==> src/rtl/vctl_pkg.sv <==
package vctl_pkg;
  localparam int WORD_BITS = 9;
  localparam int DATA_BITS = 6;
  localparam int ADDR_BITS = 3;
  localparam int LVL_BITS  = DATA_BITS - 1;
  localparam int REPLY_MAX = 4;

  typedef enum logic [ADDR_BITS-1:0] {
    SA_BRIGHT   = 3'd0,
    SA_CONTRAST = 3'd1,
    SA_COLOUR   = 3'd2,
    SA_INSERT   = 3'd3,
    SA_SYNC     = 3'd4,
    SA_VIDSEL   = 3'd5,
    SA_SAT_BY   = 3'd6,
    SA_SAT_RY   = 3'd7
  } subaddr_e;

  typedef struct packed {
    logic [LVL_BITS-1:0]  bright;
    logic [LVL_BITS-1:0]  contrast;
    logic                 colour_on;
    logic                 insert_block;
    logic                 async_sync;
    logic                 int_video;
    logic [DATA_BITS-1:0] sat_by;
    logic [DATA_BITS-1:0] sat_ry;
  } ctl_t;
endpackage

==> src/rtl/vctl_bus_sync.sv <==
module vctl_bus_sync #(
  parameter int W = 3,
  parameter int STAGES = 2
) (
  input  logic         clk_i,
  input  logic         rst_ni,
  input  logic [W-1:0] raw_i,
  output logic [W-1:0] lvl_o,
  output logic [W-1:0] rise_o,
  output logic [W-1:0] fall_o
);
  logic [W-1:0] stg_q [STAGES];
  logic [W-1:0] prev_q;

  // idle bus level is high on every line
  always_ff @(posedge clk_i or negedge rst_ni) begin
    if (!rst_ni) begin
      for (int s = 0; s < STAGES; s++) stg_q[s] <= '1;
      prev_q <= '1;
    end else begin
      stg_q[0] <= raw_i;
      for (int s = 1; s < STAGES; s++) stg_q[s] <= stg_q[s-1];
      prev_q <= stg_q[STAGES-1];
    end
  end

  assign lvl_o  = stg_q[STAGES-1];
  assign rise_o = stg_q[STAGES-1] & ~prev_q;
  assign fall_o = ~stg_q[STAGES-1] & prev_q;
endmodule

==> src/rtl/vctl_word_rx.sv <==
module vctl_word_rx
  import vctl_pkg::*;
(
  input  logic                 clk_i,
  input  logic                 rst_ni,
  input  logic                 en_lvl_i,
  input  logic                 en_rise_i,
  input  logic                 en_fall_i,
  input  logic                 clk_fall_i,
  input  logic                 data_lvl_i,
  output logic                 accept_o,
  output logic [WORD_BITS-1:0] word_o
);
  localparam int CNT_W = $clog2(WORD_BITS + 2);
  localparam logic [CNT_W-1:0] CNT_MAX = '1;
  localparam logic [CNT_W-1:0] CNT_HIT = CNT_W'(WORD_BITS);

  logic [CNT_W-1:0]     cnt_q;
  logic [WORD_BITS-1:0] shift_q;
  logic                 primed_q;

  always_ff @(posedge clk_i or negedge rst_ni) begin
    if (!rst_ni) begin
      cnt_q    <= '0;
      shift_q  <= '0;
      primed_q <= 1'b0;
    end else begin
      if (en_fall_i) begin
        cnt_q <= '0;
      end else if (clk_fall_i && !en_lvl_i) begin
        for (int i = 0; i < WORD_BITS; i++)
          if (cnt_q == CNT_W'(i)) shift_q[i] <= data_lvl_i;
        if (cnt_q != CNT_MAX) cnt_q <= cnt_q + 1'b1;
      end
      if (en_rise_i) primed_q <= 1'b1;
    end
  end

  assign accept_o = en_rise_i && primed_q && (cnt_q == CNT_HIT);
  assign word_o   = shift_q;

  // clock edges while enable is high leave the word alone
  p_shift_only_low_r1: assert property (@(posedge clk_i) disable iff (!rst_ni)
    (clk_fall_i && en_lvl_i && !en_fall_i) |=> $stable(shift_q));

  // a new word always starts counting from zero
  p_count_restart_r2: assert property (@(posedge clk_i) disable iff (!rst_ni)
    en_fall_i |=> (cnt_q == '0));
endmodule

==> src/rtl/vctl_reg_bank.sv <==
module vctl_reg_bank
  import vctl_pkg::*;
(
  input  logic                 clk_i,
  input  logic                 rst_ni,
  input  logic                 wr_i,
  input  logic [WORD_BITS-1:0] word_i,
  output ctl_t                 ctl_o
);
  logic [DATA_BITS-1:0] dat;
  subaddr_e             sa;
  ctl_t                 ctl_q;

  assign dat = word_i[DATA_BITS-1:0];
  assign sa  = subaddr_e'(word_i[WORD_BITS-1:DATA_BITS]);

  always_ff @(posedge clk_i or negedge rst_ni) begin
    if (!rst_ni) begin
      ctl_q <= '0;
    end else if (wr_i) begin
      unique case (sa)
        SA_BRIGHT:   ctl_q.bright       <= dat[DATA_BITS-1:1];
        SA_CONTRAST: ctl_q.contrast     <= dat[DATA_BITS-1:1];
        SA_COLOUR:   ctl_q.colour_on    <= dat[DATA_BITS-1];
        SA_INSERT:   ctl_q.insert_block <= dat[DATA_BITS-2];
        SA_SYNC:     ctl_q.async_sync   <= dat[DATA_BITS-1];
        SA_VIDSEL:   ctl_q.int_video    <= dat[DATA_BITS-1];
        SA_SAT_BY:   ctl_q.sat_by       <= dat;
        SA_SAT_RY:   ctl_q.sat_ry       <= dat;
        default:     ctl_q              <= ctl_q;
      endcase
    end
  end

  assign ctl_o = ctl_q;

  // registers move only on an accepted word
  p_hold_without_write_r8: assert property (@(posedge clk_i) disable iff (!rst_ni)
    !wr_i |=> $stable(ctl_q));

  // saturation registers untouched by a word for another subaddress
  p_sat_isolated_r8: assert property (@(posedge clk_i) disable iff (!rst_ni)
    (wr_i && (sa != SA_SAT_BY)) |=> $stable(ctl_q.sat_by));
endmodule

==> src/rtl/vctl_reply_tx.sv <==
module vctl_reply_tx
  import vctl_pkg::*;
#(
  parameter int REPLY_LEN = 4
) (
  input  logic                 clk_i,
  input  logic                 rst_ni,
  input  logic                 accept_i,
  input  logic [WORD_BITS-1:0] word_i,
  input  logic                 en_lvl_i,
  input  logic                 en_fall_i,
  input  logic                 clk_fall_i,
  output logic                 data_o,
  output logic                 oe_o
);
  localparam int IDX_W = $clog2(REPLY_MAX + 1);
  localparam int SEL_W = $clog2(REPLY_MAX);
  localparam logic [IDX_W-1:0] LEN = IDX_W'(REPLY_LEN);

  logic [REPLY_MAX-1:0] rep_q;
  logic [IDX_W-1:0]     idx_q;
  logic                 armed_q, oe_q, bit_q;

  always_ff @(posedge clk_i or negedge rst_ni) begin
    if (!rst_ni) begin
      rep_q   <= '0;
      idx_q   <= '0;
      armed_q <= 1'b0;
      oe_q    <= 1'b0;
      bit_q   <= 1'b0;
    end else if (accept_i) begin
      // sent first to last: d4, d5, a0, a1
      rep_q   <= {word_i[DATA_BITS+1], word_i[DATA_BITS],
                  word_i[DATA_BITS-1], word_i[DATA_BITS-2]};
      idx_q   <= '0;
      armed_q <= 1'b1;
      oe_q    <= 1'b0;
    end else if (en_fall_i) begin
      armed_q <= 1'b0;
      oe_q    <= 1'b0;
    end else if (clk_fall_i && en_lvl_i && armed_q) begin
      if (idx_q < LEN) begin
        bit_q <= rep_q[idx_q[SEL_W-1:0]];
        oe_q  <= 1'b1;
        idx_q <= idx_q + 1'b1;
      end else begin
        oe_q    <= 1'b0;
        armed_q <= 1'b0;
      end
    end
  end

  assign oe_o   = oe_q;
  assign data_o = oe_q & bit_q;

  // enable falling frees the wire on the next cycle
  p_release_on_en_fall_r11: assert property (@(posedge clk_i) disable iff (!rst_ni)
    en_fall_i |=> !oe_o);

  // never more reply bits than configured
  p_reply_bound_r10: assert property (@(posedge clk_i) disable iff (!rst_ni)
    idx_q <= LEN);

  // the wire is only taken on a bit-clock falling edge
  p_drive_on_clk_fall_r9: assert property (@(posedge clk_i) disable iff (!rst_ni)
    $rose(oe_q) |-> $past(clk_fall_i));
endmodule

==> src/rtl/vctl_rx_top.sv <==
module vctl_rx_top
  import vctl_pkg::*;
#(
  parameter int REPLY_LEN   = 4,
  parameter int SYNC_STAGES = 2
) (
  input  logic                 clk_i,
  input  logic                 rst_ni,
  input  logic                 bus_en_i,
  input  logic                 bus_clk_i,
  input  logic                 bus_data_i,
  output logic                 bus_data_o,
  output logic                 bus_data_oe_o,
  output logic [LVL_BITS-1:0]  bright_o,
  output logic [LVL_BITS-1:0]  contrast_o,
  output logic                 colour_on_o,
  output logic                 insert_block_o,
  output logic                 async_sync_o,
  output logic                 int_video_o,
  output logic [DATA_BITS-1:0] sat_by_o,
  output logic [DATA_BITS-1:0] sat_ry_o
);
  localparam int L_EN = 2, L_CK = 1, L_DA = 0;

  logic [2:0]           lvl, rise, fall;
  logic                 accept;
  logic [WORD_BITS-1:0] word;
  ctl_t                 ctl;

  vctl_bus_sync #(.W(3), .STAGES(SYNC_STAGES)) u_sync (
    .clk_i  (clk_i),
    .rst_ni (rst_ni),
    .raw_i  ({bus_en_i, bus_clk_i, bus_data_i}),
    .lvl_o  (lvl),
    .rise_o (rise),
    .fall_o (fall)
  );

  vctl_word_rx u_rx (
    .clk_i      (clk_i),
    .rst_ni     (rst_ni),
    .en_lvl_i   (lvl[L_EN]),
    .en_rise_i  (rise[L_EN]),
    .en_fall_i  (fall[L_EN]),
    .clk_fall_i (fall[L_CK]),
    .data_lvl_i (lvl[L_DA]),
    .accept_o   (accept),
    .word_o     (word)
  );

  vctl_reg_bank u_regs (
    .clk_i  (clk_i),
    .rst_ni (rst_ni),
    .wr_i   (accept),
    .word_i (word),
    .ctl_o  (ctl)
  );

  vctl_reply_tx #(.REPLY_LEN(REPLY_LEN)) u_reply (
    .clk_i      (clk_i),
    .rst_ni     (rst_ni),
    .accept_i   (accept),
    .word_i     (word),
    .en_lvl_i   (lvl[L_EN]),
    .en_fall_i  (fall[L_EN]),
    .clk_fall_i (fall[L_CK]),
    .data_o     (bus_data_o),
    .oe_o       (bus_data_oe_o)
  );

  assign bright_o       = ctl.bright;
  assign contrast_o     = ctl.contrast;
  assign colour_on_o    = ctl.colour_on;
  assign insert_block_o = ctl.insert_block;
  assign async_sync_o   = ctl.async_sync;
  assign int_video_o    = ctl.int_video;
  assign sat_by_o       = ctl.sat_by;
  assign sat_ry_o       = ctl.sat_ry;

  // the priming transmission never writes
  p_first_word_discarded_r3: assert property (@(posedge clk_i) disable iff (!rst_ni)
    $past(!rst_ni) |-> !accept);
endmodule

==> config.mk <==
export PLATFORM = sky130hd
export DESIGN_NAME = vctl_rx_top
export DESIGN_NICKNAME = d
export VERILOG_FILES = /design/src/rtl/vctl_pkg.sv /design/src/rtl/vctl_bus_sync.sv /design/src/rtl/vctl_word_rx.sv /design/src/rtl/vctl_reg_bank.sv /design/src/rtl/vctl_reply_tx.sv /design/src/rtl/vctl_rx_top.sv
export SDC_FILE = /design/constraint.sdc
export NUM_CORES = 1
export LEC_CHECK = 0
export ABC_AREA = 1
export CORE_ASPECT_RATIO = 0.9
export CORE_MARGIN = 2
export CORE_UTILIZATION = 40
export DETAILED_ROUTE_END_ITERATION = 16
export MAX_ROUTING_LAYER = met4
export PLACE_DENSITY = 0.73
export SYNTH_ARGS = -nofsm -noshare
export SYNTH_HDL_FRONTEND = slang
export SYNTH_HIERARCHICAL = 1
export SYNTH_SLANG_ARGS = --single-unit
==> constraint.sdc <==
create_clock -name clk_i -period 2.4 [get_ports clk_i]
set_input_delay 0.72 -clock clk_i [delete_from_list [all_inputs] [get_ports clk_i]]
set_output_delay 0.72 -clock clk_i [all_outputs]
set_load 0.02 [all_outputs]
==> qor.txt <==
drc violations - 0
Clock H-tree levels - 3
# rows - 27
RSZ-0062 raised after global routing - no
worst reg-to-reg setup slack - 0.44 ns
Final Core Density - 0.519
maximum root-to-sink buffer count - 2
antenna viol nets, final - 0
GP Congestion - 0.808
drt first pass iters - 5
syn nets - 318
IO Count - 33
# setup viols final - 0
layout cell share with drive strength beyond 1 - 0.134
Setup Skew - 0.0126 ns
later-pin clock latency in the skew report - 0.35 ns
Root Driver - clkbuf_8
Cells after Synth - 308
CP required - 1.68 ns
Worst Setup EP - bus_data_o
vias per cell - 4.62
die area - 0.00717 mm^2
Critical R2R Launch - u_rx/cnt_q[1]$_DFFE_PN0P_
most used routing layer - met2
peak supply drop - 0.339 mV
Critical Path AT - 1.41 ns
syn_area_per_cell - 8.45 um^2
final net count - 356
Die Y - 80.5 um
Least-Margin Pin Slew - 0.619 ns
Initial Util - 0.419
Total Wirelength - 5.03 mm
chip width - 89.0 um
Layout fillers - 615
vias in the first global route - 1918
CP max FO - 3
first-pass GRT wire length - 8.49 mm
met3 Usage GRT - 0.0401
Critical Path Source - u_reply/oe_o$_DFFE_PN0P_
Critical Path Source Type - flop
largest net degree at the start of global routing - 59
Reg clk slew, reported paths - 0.07 ns
Hold Path Class - in -> async
initial antenna violation count - 0
port bufs - 32
total setup buffers inserted after CTS - 0
status - finished, final reports clean
drt initial violations - 114
worst reg2reg path depth - 10
CTS tree - built
Leak - 1.62 nW
Total GRT Usage - 0.161
cts repair resizes - 0
Final period util - 0.887
Sink Count - 58
slew margin rel. - 0.586
core area - 0.00622 mm^2
post-cts hold buffer count - 0
Synth Cell Area - 0.00260 mm^2
met2 Use GR - 0.229
CTS Buf Count - 9
Avg WL per Cell - 11.5 um
half-perimeter wire length after placement - 3.53 mm
Setup Crit Path Kind - reg -> out
Pwr per Cell Area - 658 mW/mm^2
crit end category - primary output
FF-to-FF End - u_regs/ctl_o[24]$_DFFE_PN0P_
Peak Freq - 470 MHz
endpoints failing hold - 0
Max Cap Viol - 0
GRT overflow - 0
Setup TNS Final - 0 ns
Final min period - 2.13 ns
fin. max-slew vios - 0
Ys Warns - 6
antenna diode count - 0
vias - 2024
met1 Use GR - 0.212
P&R area growth vs syn - 23.9%
cell type report:
cell class	instances	area, um^2	share of cell area
clock buffer	11	141	0.0438
clock inverter	5	77.6	0.0240
inverter	30	113	0.0349
multi-input combinational	212	973	0.302
sequential	58	1460	0.453
tap	87	109	0.0337
timing repair buffer	35	350	0.109
power by group:
part	internal [mW]	switching, mW
clock network	0.609	0.381
registers	1.01	0.0348
logic	0.0282	0.0597
total	1.65	0.475
per-stage QoR:
step                worst slack, ns  std cells  area (um^2)  total power, mW  hold slack [ns]
finish                        0.272        438         3230             2.12            0.358
CTS                           0.244        438         3230             2.14            0.360
detailed placement            0.454        422         3010             1.15            0.349
global route                  0.203        438         3230             2.20            0.363
floorplan                     0.660        308         2600             1.10            0.345
global placement              0.546        422         3010             1.14            0.346
worst min path at each step:
stage | cells after the start | slack, ns | endpoint
finish | 2 | 0.36 | u_regs/ctl_o[19]$_DFFE_PN0P_
global route | 0 | 0.36 | u_sync/lvl_o[2]$_DFF_PN1_
CTS | 0 | 0.36 | u_sync/lvl_o[0]$_DFF_PN1_
detailed placement | 0 | 0.35 | u_sync/lvl_o[0]$_DFF_PN1_
global placement | 0 | 0.35 | u_sync/lvl_o[0]$_DFF_PN1_
floorplan | 0 | 0.35 | u_sync/lvl_o[0]$_DFF_PN1_
placed cells by master, fill, tap and decap left out, types with 8 or more instances in the layout:
cell               n
nand4_1           11
o21ai_0            9
clkbuf_8          10
nand3_1           20
dfstp_2            8
nand2_1          132
nor2_1            14
inv_1             25
clkdlybuf4s50_1   31
dfrtp_1           50
worst max-delay path, cell delays in order (launching register included):
cell             delay (ns)
dfrtp_1                0.37
nand2_1                0.07
inv_1                  0.05
clkdlybuf4s50_1        0.59
routing by layer:
metal / up-vias / share of wire
met4: 0 / 0.024
met5: - / 0
met2: 41 / 0.45
met1: 939 / 0.50
li1: 1036 / -
met3: 8 / 0.033
registers in the layout, indices dropped and copies added, names as in the netlist:
| signal | count |
|---|---|
| u_reply/rep_q | 4 |
| u_sync/lvl_o | 3 |
| u_reply/oe_o | 1 |
| u_reply/bit_q | 1 |
| u_sync/stg_q | 3 |
| u_regs/ctl_o | 26 |
| u_reply/armed_q | 1 |
| u_rx/word_o | 9 |
| u_rx/primed_q | 1 |
| u_rx/cnt_q | 4 |
| u_reply/idx_q | 3 |
| u_sync/prev_q | 2 |
Note: power is estimated with default switching activity, not from simulation.
